<file path="src/rtl/pwm_timebase_pkg.sv">
package pwm_timebase_pkg;

    // Index of each rate group in the base/scaled tick vectors
    localparam int unsigned GRP_A     = 0;
    localparam int unsigned GRP_B     = 1;
    localparam int unsigned GRP_COUNT = 2;

    // Channels are wired in fixed pairs: two on group A, then two on group B, repeating
    function automatic int unsigned chan_group(input int unsigned ch);
        return ((ch % 4) >= 2) ? GRP_B : GRP_A;
    endfunction

endpackage

</file>
<file path="src/rtl/pwm_prescale.sv">
module pwm_prescale #(
    parameter int unsigned SEL_W   = 3,
    parameter int unsigned NUM_SRC = 2
) (
    input  logic                            clk,
    input  logic                            rst,
    input  logic [NUM_SRC-1:0][SEL_W-1:0]   sel,
    output logic [NUM_SRC-1:0]              tick
);
    localparam int unsigned CNT_W = (1 << SEL_W) - 1;

    typedef struct packed {
        logic [CNT_W-1:0] cnt;
    } presc_state_t;

    presc_state_t st_d, st_q;

    always_comb begin
        st_d     = st_q;
        st_d.cnt = st_q.cnt + CNT_W'(1);
        if (rst) begin
            st_d = '0;
        end
    end

    always_ff @(posedge clk) begin
        st_q <= st_d;
    end

    // A divide-by-2^N pulse fires when the low N count bits are all ones
    for (genvar g = 0; g < NUM_SRC; g++) begin : g_src
        logic [CNT_W-1:0] low_mask;
        assign low_mask = (CNT_W'(1) << sel[g]) - CNT_W'(1);
        assign tick[g]  = &(st_q.cnt | ~low_mask);

        // for any exponent above zero, a pulse is never followed at once by another
        assert_pulse_gap_R3: assert property (@(posedge clk) disable iff (rst)
            (tick[g] && (sel[g] != '0)) |=> (!tick[g] || (sel[g] != $past(sel[g]))));
    end

    // the shared count advances by one on every bus cycle out of reset
    assert_count_step_R3: assert property (@(posedge clk) disable iff (rst)
        !rst |=> (st_q.cnt == $past(st_q.cnt) + CNT_W'(1)));

endmodule

</file>
<file path="src/rtl/pwm_scale_div.sv">
module pwm_scale_div #(
    parameter int unsigned SCALE_W = 8
) (
    input  logic               clk,
    input  logic               rst,
    input  logic               base_tick,
    input  logic [SCALE_W-1:0] scale_wdata,
    input  logic               scale_we,
    output logic               scaled_tick
);
    localparam int unsigned DIV_W = SCALE_W + 1;

    typedef struct packed {
        logic [SCALE_W-1:0] scale;
        logic [DIV_W-1:0]   rem;
    } div_state_t;

    div_state_t st_d, st_q;

    // Reload value 2*S-1. A zero scale wraps to all ones, which is 2*256-1.
    function automatic logic [DIV_W-1:0] reload_of(input logic [SCALE_W-1:0] s);
        return {s, 1'b0} - DIV_W'(1);
    endfunction

    assign scaled_tick = base_tick && (st_q.rem == '0);

    always_comb begin
        st_d = st_q;
        if (scale_we) begin
            st_d.scale = scale_wdata;
            st_d.rem   = reload_of(scale_wdata);
        end else if (base_tick) begin
            if (st_q.rem == '0) begin
                st_d.rem = reload_of(st_q.scale);
            end else begin
                st_d.rem = st_q.rem - DIV_W'(1);
            end
        end
        if (rst) begin
            st_d.scale = '0;
            st_d.rem   = '1;
        end
    end

    always_ff @(posedge clk) begin
        st_q <= st_d;
    end

    // a scaled pulse only ever lands on a base pulse
    assert_scaled_on_base_R5: assert property (@(posedge clk) disable iff (rst)
        scaled_tick |-> base_tick);

    // after a reload, at least one more base pulse is needed before a scaled pulse
    assert_reload_quiet_R7: assert property (@(posedge clk) disable iff (rst)
        scale_we |=> !scaled_tick);

    // the stored scale value changes only on a write
    assert_scale_hold_R5: assert property (@(posedge clk) disable iff (rst)
        !scale_we |=> $stable(st_q.scale));

endmodule

</file>
<file path="src/rtl/pwm_chan_mux.sv">
module pwm_chan_mux
    import pwm_timebase_pkg::*;
#(
    parameter int unsigned NUM_CH = 8
) (
    input  logic [GRP_COUNT-1:0] base_tick,
    input  logic [GRP_COUNT-1:0] scaled_tick,
    input  logic [NUM_CH-1:0]    chan_sel,
    output logic [NUM_CH-1:0]    chan_tick
);
    for (genvar ch = 0; ch < NUM_CH; ch++) begin : g_chan
        localparam int unsigned GRP = chan_group(ch);
        assign chan_tick[ch] = chan_sel[ch] ? scaled_tick[GRP] : base_tick[GRP];
    end
endmodule

</file>
<file path="src/rtl/pwm_timebase.sv">
module pwm_timebase
    import pwm_timebase_pkg::*;
#(
    parameter int unsigned NUM_CH  = 8,
    parameter int unsigned SEL_W   = 3,
    parameter int unsigned SCALE_W = 8
) (
    input  logic               clk,
    input  logic               rst,
    input  logic [SEL_W-1:0]   base_sel_a,
    input  logic [SEL_W-1:0]   base_sel_b,
    input  logic [SCALE_W-1:0] scale_a_val,
    input  logic               scale_a_wr,
    input  logic [SCALE_W-1:0] scale_b_val,
    input  logic               scale_b_wr,
    input  logic [NUM_CH-1:0]  chan_sel,
    output logic               tick_a,
    output logic               tick_b,
    output logic               tick_sa,
    output logic               tick_sb,
    output logic [NUM_CH-1:0]  chan_tick
);
    logic [GRP_COUNT-1:0][SEL_W-1:0]   grp_sel;
    logic [GRP_COUNT-1:0][SCALE_W-1:0] grp_scale;
    logic [GRP_COUNT-1:0]              grp_we;
    logic [GRP_COUNT-1:0]              base_tick;
    logic [GRP_COUNT-1:0]              scaled_tick;

    assign grp_sel[GRP_A]   = base_sel_a;
    assign grp_sel[GRP_B]   = base_sel_b;
    assign grp_scale[GRP_A] = scale_a_val;
    assign grp_scale[GRP_B] = scale_b_val;
    assign grp_we[GRP_A]    = scale_a_wr;
    assign grp_we[GRP_B]    = scale_b_wr;

    pwm_prescale #(
        .SEL_W   (SEL_W),
        .NUM_SRC (GRP_COUNT)
    ) u_prescale (
        .clk  (clk),
        .rst  (rst),
        .sel  (grp_sel),
        .tick (base_tick)
    );

    for (genvar g = 0; g < GRP_COUNT; g++) begin : g_div
        pwm_scale_div #(
            .SCALE_W (SCALE_W)
        ) u_div (
            .clk         (clk),
            .rst         (rst),
            .base_tick   (base_tick[g]),
            .scale_wdata (grp_scale[g]),
            .scale_we    (grp_we[g]),
            .scaled_tick (scaled_tick[g])
        );
    end

    pwm_chan_mux #(
        .NUM_CH (NUM_CH)
    ) u_mux (
        .base_tick   (base_tick),
        .scaled_tick (scaled_tick),
        .chan_sel    (chan_sel),
        .chan_tick   (chan_tick)
    );

    assign tick_a  = base_tick[GRP_A];
    assign tick_b  = base_tick[GRP_B];
    assign tick_sa = scaled_tick[GRP_A];
    assign tick_sb = scaled_tick[GRP_B];

    // every channel pulse comes from its own group's rates
    for (genvar ch = 0; ch < NUM_CH; ch++) begin : g_chk
        localparam int unsigned GRP = chan_group(ch);
        assert_chan_group_R9: assert property (@(posedge clk) disable iff (rst)
            chan_tick[ch] |-> (base_tick[GRP] || scaled_tick[GRP]));
    end

endmodule

</file>
<file path="config.mk">
export PLATFORM = sky130hd
export DESIGN_NAME = pwm_timebase
export DESIGN_NICKNAME = d
export VERILOG_FILES = /design/src/rtl/pwm_timebase_pkg.sv /design/src/rtl/pwm_prescale.sv /design/src/rtl/pwm_scale_div.sv /design/src/rtl/pwm_chan_mux.sv /design/src/rtl/pwm_timebase.sv
export SDC_FILE = /design/constraint.sdc
export NUM_CORES = 1
export LEC_CHECK = 0
export BUFFER_PORTS_ARGS = -buffer_cell sky130_fd_sc_hd__buf_2
export CORE_MARGIN = 10
export CORE_UTILIZATION = 50
export CTS_CLUSTER_DIAMETER = 150
export CTS_CLUSTER_SIZE = 24
export DETAILED_ROUTE_END_ITERATION = 7
export PLACE_DENSITY = 0.72
export SLEW_MARGIN = 20
export SYNTH_ARGS = -nofsm -noshare
export SYNTH_HDL_FRONTEND = slang
export SYNTH_SLANG_ARGS = --single-unit
</file>
<file path="constraint.sdc">
create_clock -name clk -period 2.5 [get_ports clk]
set_input_delay 0.25 -clock clk [delete_from_list [all_inputs] [get_ports clk]]
set_output_delay 0.25 -clock clk [all_outputs]
set_load 0.02 [all_outputs]
</file>
# Word-level counts from Yosys, hierarchy flattened
# Cells that the tools add are included.
dict set report totals {
  ff_bits 41
  wordCells 42
  in_bits 34
  output_inout_bits 12
}
dict set report classes {
  bitwise_logic 4
  reduce_logical 8
  n_mux 14
  n_shift 2
  add_sub_neg 9
}
# op n
set ops {}
lappend ops {{2-to-1 mux 9 bit} 6}
lappend ops {{subtractor 9 x 1 -> 9 bit (second input constant)} 6}
lappend ops {{zero test 9 bit} 2}
lappend ops {{NOT 7 bit} 2}
lappend ops {{bitwise OR 7 bit} 2}
lappend ops {{AND reduction 7 bit} 2}
lappend ops {{<< shifter 1 x 3 -> 7 bit (first input constant)} 2}
lappend ops {{subtractor 7 x 2 -> 7 bit (second input constant)} 2}
lappend ops {{2-to-1 mux 1 bit} 8}
lappend ops {{adder 7 x 1 -> 7 bit (second input constant)} 1}
lappend ops {{nonzero test 2 bit} 2}
lappend ops {{logical AND 1 bit} 2}

# Logic depth before layout (Yosys ltp)
dict set report logic_depth {
  word_depth 7
  depth_mapped 8
  ltp_nobuf 8
}

# By module
# From an unflattened synthesis, not the netlist that was laid out.
dict set report hier_totals {
  cells_unflattened 327
  hier_area_um2 2707.6
}
# mod area_each_um2 n_inst cells_per_inst
set modules_own_cells {}
lappend modules_own_cells {pwm_scale_div 1132.3 2 137}
lappend modules_own_cells {pwm_prescale 352.8 1 45}
lappend modules_own_cells {pwm_chan_mux 90.1 1 8}

# Least setup slack after synthesis
# Ideal clock, no wire load.
dict set report synth_timing {
  path_kind {flip-flop to output port}
  from {reg g_div[0].u_div.st_q[0] in the netlist's numbering}
  to {out chan_tick[0]}
  stages_incl_launch_ff 7
  path_slack_ns 0.409
  arrival_time_ns 1.841
  t_required_ns 2.250
  cell_sequence {dfxtp_1 -> inv_1 -> ha_1 -> or4b_4 -> nor3_2 -> nand2_1 -> a21oi_1}
}
dict set report synth_between {
  elab_chain_cells 3
}
# element line_no
set synth_rtl {}
lappend synth_rtl {{start: declaration} pwm_scale_div.sv:18} ;# div_state_t st_d, st_q;
lappend synth_rtl {{start signal: assignment} pwm_scale_div.sv:46} ;# st_q <= st_d;
lappend synth_rtl {{zero test 9 bit} pwm_scale_div.sv:25} ;# assign scaled_tick = base_tick && (st_q.rem == '0);
lappend synth_rtl {{logical AND 1 bit} pwm_scale_div.sv:25}
lappend synth_rtl {{2-to-1 mux 1 bit} pwm_chan_mux.sv:13} ;# assign chan_tick[ch] = chan_sel[ch] ? scaled_tick[GRP] : base_tick[GRP];
lappend synth_rtl {{end: declaration} pwm_timebase.sv:21} ;# output logic [NUM_CH-1:0] chan_tick
# No other way between the ends.

# Worst setup path in the final report
dict set report layout_timing {
  from {reg g_div[0].u_div.st_q[0] in the netlist's numbering}
  to {out chan_tick[4]}
}
# The elaborated chain is that of the path after synthesis.

==> metrics <==
Sink Count between 40 and 50; required time worst endpoint 2250 ps; initial core utilization between 50% and 60%; peak fanout along the critical path 6; Final Hold Viols 0; critical path capture point chan_tick[4]; io pins between 40 and 50; most common cell after layout, fill and taps aside nor2_1; status finished clean; setup bufs post-CTS 0; worst-margin pin slew approximately 750 ps; XOR/XNOR Fraction of Synth Area approximately 8.8%; 1st-iter DRT viols ~220; Num CTS Buffers 5; Synth Register Bits 41; final setup violation count 0; Synth Area in Adders between 3 and 4%; ys async rst share 0%; # DRC 0; WL final ~6700 um; compound-cell area share of the yosys netlist between 20 and 25%; Most used DFF post-synth dfxtp_1; EDFF count, synth 0; Port-buffer cells 45; first-pass GRT wire length 11400 um; Die ar. ~0.0087 mm^2; Clock Power Share 34.9%; CP arrival roughly 2100 ps; largest family of logic cells by synthesized area simple AND/OR/NAND/NOR gates; total gr overflow 0; most frequent cells in the layout nor2_1, buf_2, dfxtp_1; Setup Total Neg Slack 0 ps; Tmin final around 2300 ps; Clock Latency Late Sink roughly 300 ps; sequential share of power 46.6%; reg-to-reg startpoint g_div[0].u_div.st_q[0]; overall power roughly 1.6 mW; RR Endpoint g_div[0].u_div.st_q[2]; critical path startpoint category flip-flop; die width around 93 um; Final Slew Violations 0; vias per cell approximately 5.7; vias in the first global route 2455; Clock Tree Buf Depth 2; GPL Wtd Cong 0.900; Reg2Reg Setup Slack roughly 370 ps; switching share of power ~28%; Placement Cell Area between 0.002 and 0.003 mm^2; synthesized instance count 350; Via Count ~2600; antenna-violating nets left 0; mux cell area share after synthesis 5.95%; GRT Util Overall between 10% and 20%; Detailed Routing Iterations Pass 1 4; Slew HR approximately half; internal power between 1 and 1.5 mW; fraction of the mapped netlist area in simple logic gates a little over a quarter; Worst Setup End Kind output port; Core ar. a little over 0.005 mm^2; leak pwr ~1.3 nW; Synth warnings 0; Hold Buf Count CTS 0; crit path launch g_div[0].u_div.st_q[0]; Switching Power 454 uW; cell depth of the worst flop-to-flop path 8; RSZ-0062 raised after global routing false; Avg Inst Size Synth roughly 7.7 um^2; fin crit share about 94%; clk root buf clkbuf_8; FP Rows 26; # nets final ~430; CTS tree done; fraction of layout cells with a size suffix above 1 between 10% and 20%; post-synthesis cell area ~0.0027 mm^2; Clock Skews between 8 and 9 ps; Post-Syn Nets slightly below 400; Area Growth Syn to Fin 15.1%; CTS clk-pin slew, worst paths 80 ps; max-cap violations 0; dpl hpwl slightly below 5000 um; pwr dens between 500 and 600 mW/mm^2; WS Path Type flip-flop to output port; post-synthesis cell type count 50; largest net degree at the start of global routing 41; H-tree depth 2; cell area after layout slightly above 0.003 mm^2; Die Height 93.4 um; Ant. Diodes 0; Hold WC Path Type input pin to flip-flop; logic gate share of total power a little under a fifth; initial antenna violation count 0; Seq/Total Area, Yosys a little under a third; Max Freq roughly 0.43 GHz; fin util roughly three fifths; maximum vdd ir drop between 300 and 400 uV; WL/cell 14.6 um
## registers in the layout (all words and copies together) (netlist names)
name / cells
g_div.u_div.st_q: 34
u_prescale.st_q: 7
## logic make-up (layout without fill, tap and decap cells)
kind of cell / count (synthesis) / after routing
adders and majority gates: 7 / 7
AOI/OAI and AO/OA: 87 / 87
and+or+nand+nor: 136 / 136
buffers and inverters: 36 / 77
xor gates and xnor gates: 27 / 27
muxes: 16 / 16
DFF: 41 / 41
## synthesized netlist by cell type (5+ instances only)
cell      count  area [um^2]
o31ai_1       5         37.5
o21ai_0      13         65.1
xnor2_1      10         87.6
nand2_1      24         90.1
nor2b_1       5         31.3
dfxtp_1      41          821
a21oi_1      28          140
mux2i_1      16          160
a31oi_1       7         43.8
buf_1         6         22.5
ha_1          7         87.6
inv_1        22         82.6
nor3_1       13         65.1
nand3_1      10         50.1
or3_1         6         37.5
nand2b_1      6         37.5
a211oi_1      7         52.6
clkbuf_1      5         18.8
nor2_1       47          176
xor2_1       17          149
## stage by stage
stage | hold WS (ps) | instances | setup WS, ps
2_1_floorplan | 397 | 350 | 409
3_3_place_gp | 476 | 453 | 371
3_5_place_dp | 488 | 453 | 308
4_1_cts | 210 | 461 | 25.5
5_1_grt | 222 | 461 | 25.1
6_report | 215 | 461 | 162
## cell type report
class,instances,area (um^2)
Clock buffer,7,86.3
Multi-Input combinational cell,273,1750
Fill cell,475,2080
Sequential cell,41,821
Tap cell,70,87.6
Timing Repair Buffer,45,230
Clock inverter,1,30.0
Inverter,24,90.1
## worst min-delay path by stage
stage | slack [ps] | endpoint | start | depth (start not counted)
6_report | 220 | g_div[1].u_div.st_q[12] | scale_b_val[3] | 3
3_3_place_gp | 480 | u_prescale.st_q[5] | u_prescale.st_q[5] | 2
5_1_grt | 220 | g_div[1].u_div.st_q[16] | scale_b_val[7] | 3
4_1_cts | 210 | g_div[1].u_div.st_q[16] | scale_b_val[7] | 3
2_1_floorplan | 400 | g_div[1].u_div.st_q[14] | scale_b_val[5] | 2
3_5_place_dp | 490 | u_prescale.st_q[5] | u_prescale.st_q[5] | 2
## critical path, stage by stage, from the launching register on
cell and delay [ps]:
dfxtp_1 360, inv_2 90, ha_4 170, or4b_4 520, nor3_4 170, nand2_2 130, a21oi_1 160, buf_2 190
## per-layer routing
layer | GRT usage, % | wire length, um | vias to the layer above
met5 | 0 | 0 | -
met3 | 4.40 | 546 | 5
met2 | 23.3 | 2880 | 82
met1 | 20.9 | 3210 | 1211
met4 | 5.01 | 68 | 0
li1 | - | - | 1325
## power groups by stage
stage / Combinational, mW / Sequential, mW / Clock, mW
2_1_floorplan: 0.211 / 0.744 / 0
3_3_place_gp: 0.289 / 0.757 / 0
3_5_place_dp: 0.292 / 0.758 / 0
4_1_cts: 0.293 / 0.744 / 0.573
5_1_grt: 0.332 / 0.755 / 0.600
6_report: 0.295 / 0.746 / 0.559
## what timing repair did
| item | 4_1_cts | 5_1_grt |
|---|---|---|
| pin swaps | 0 | 0 |
| setup endpoints to repair | 4 | 4 |
| resized for setup | 1 | 6 |
Power figures use the tool's default switching activity.
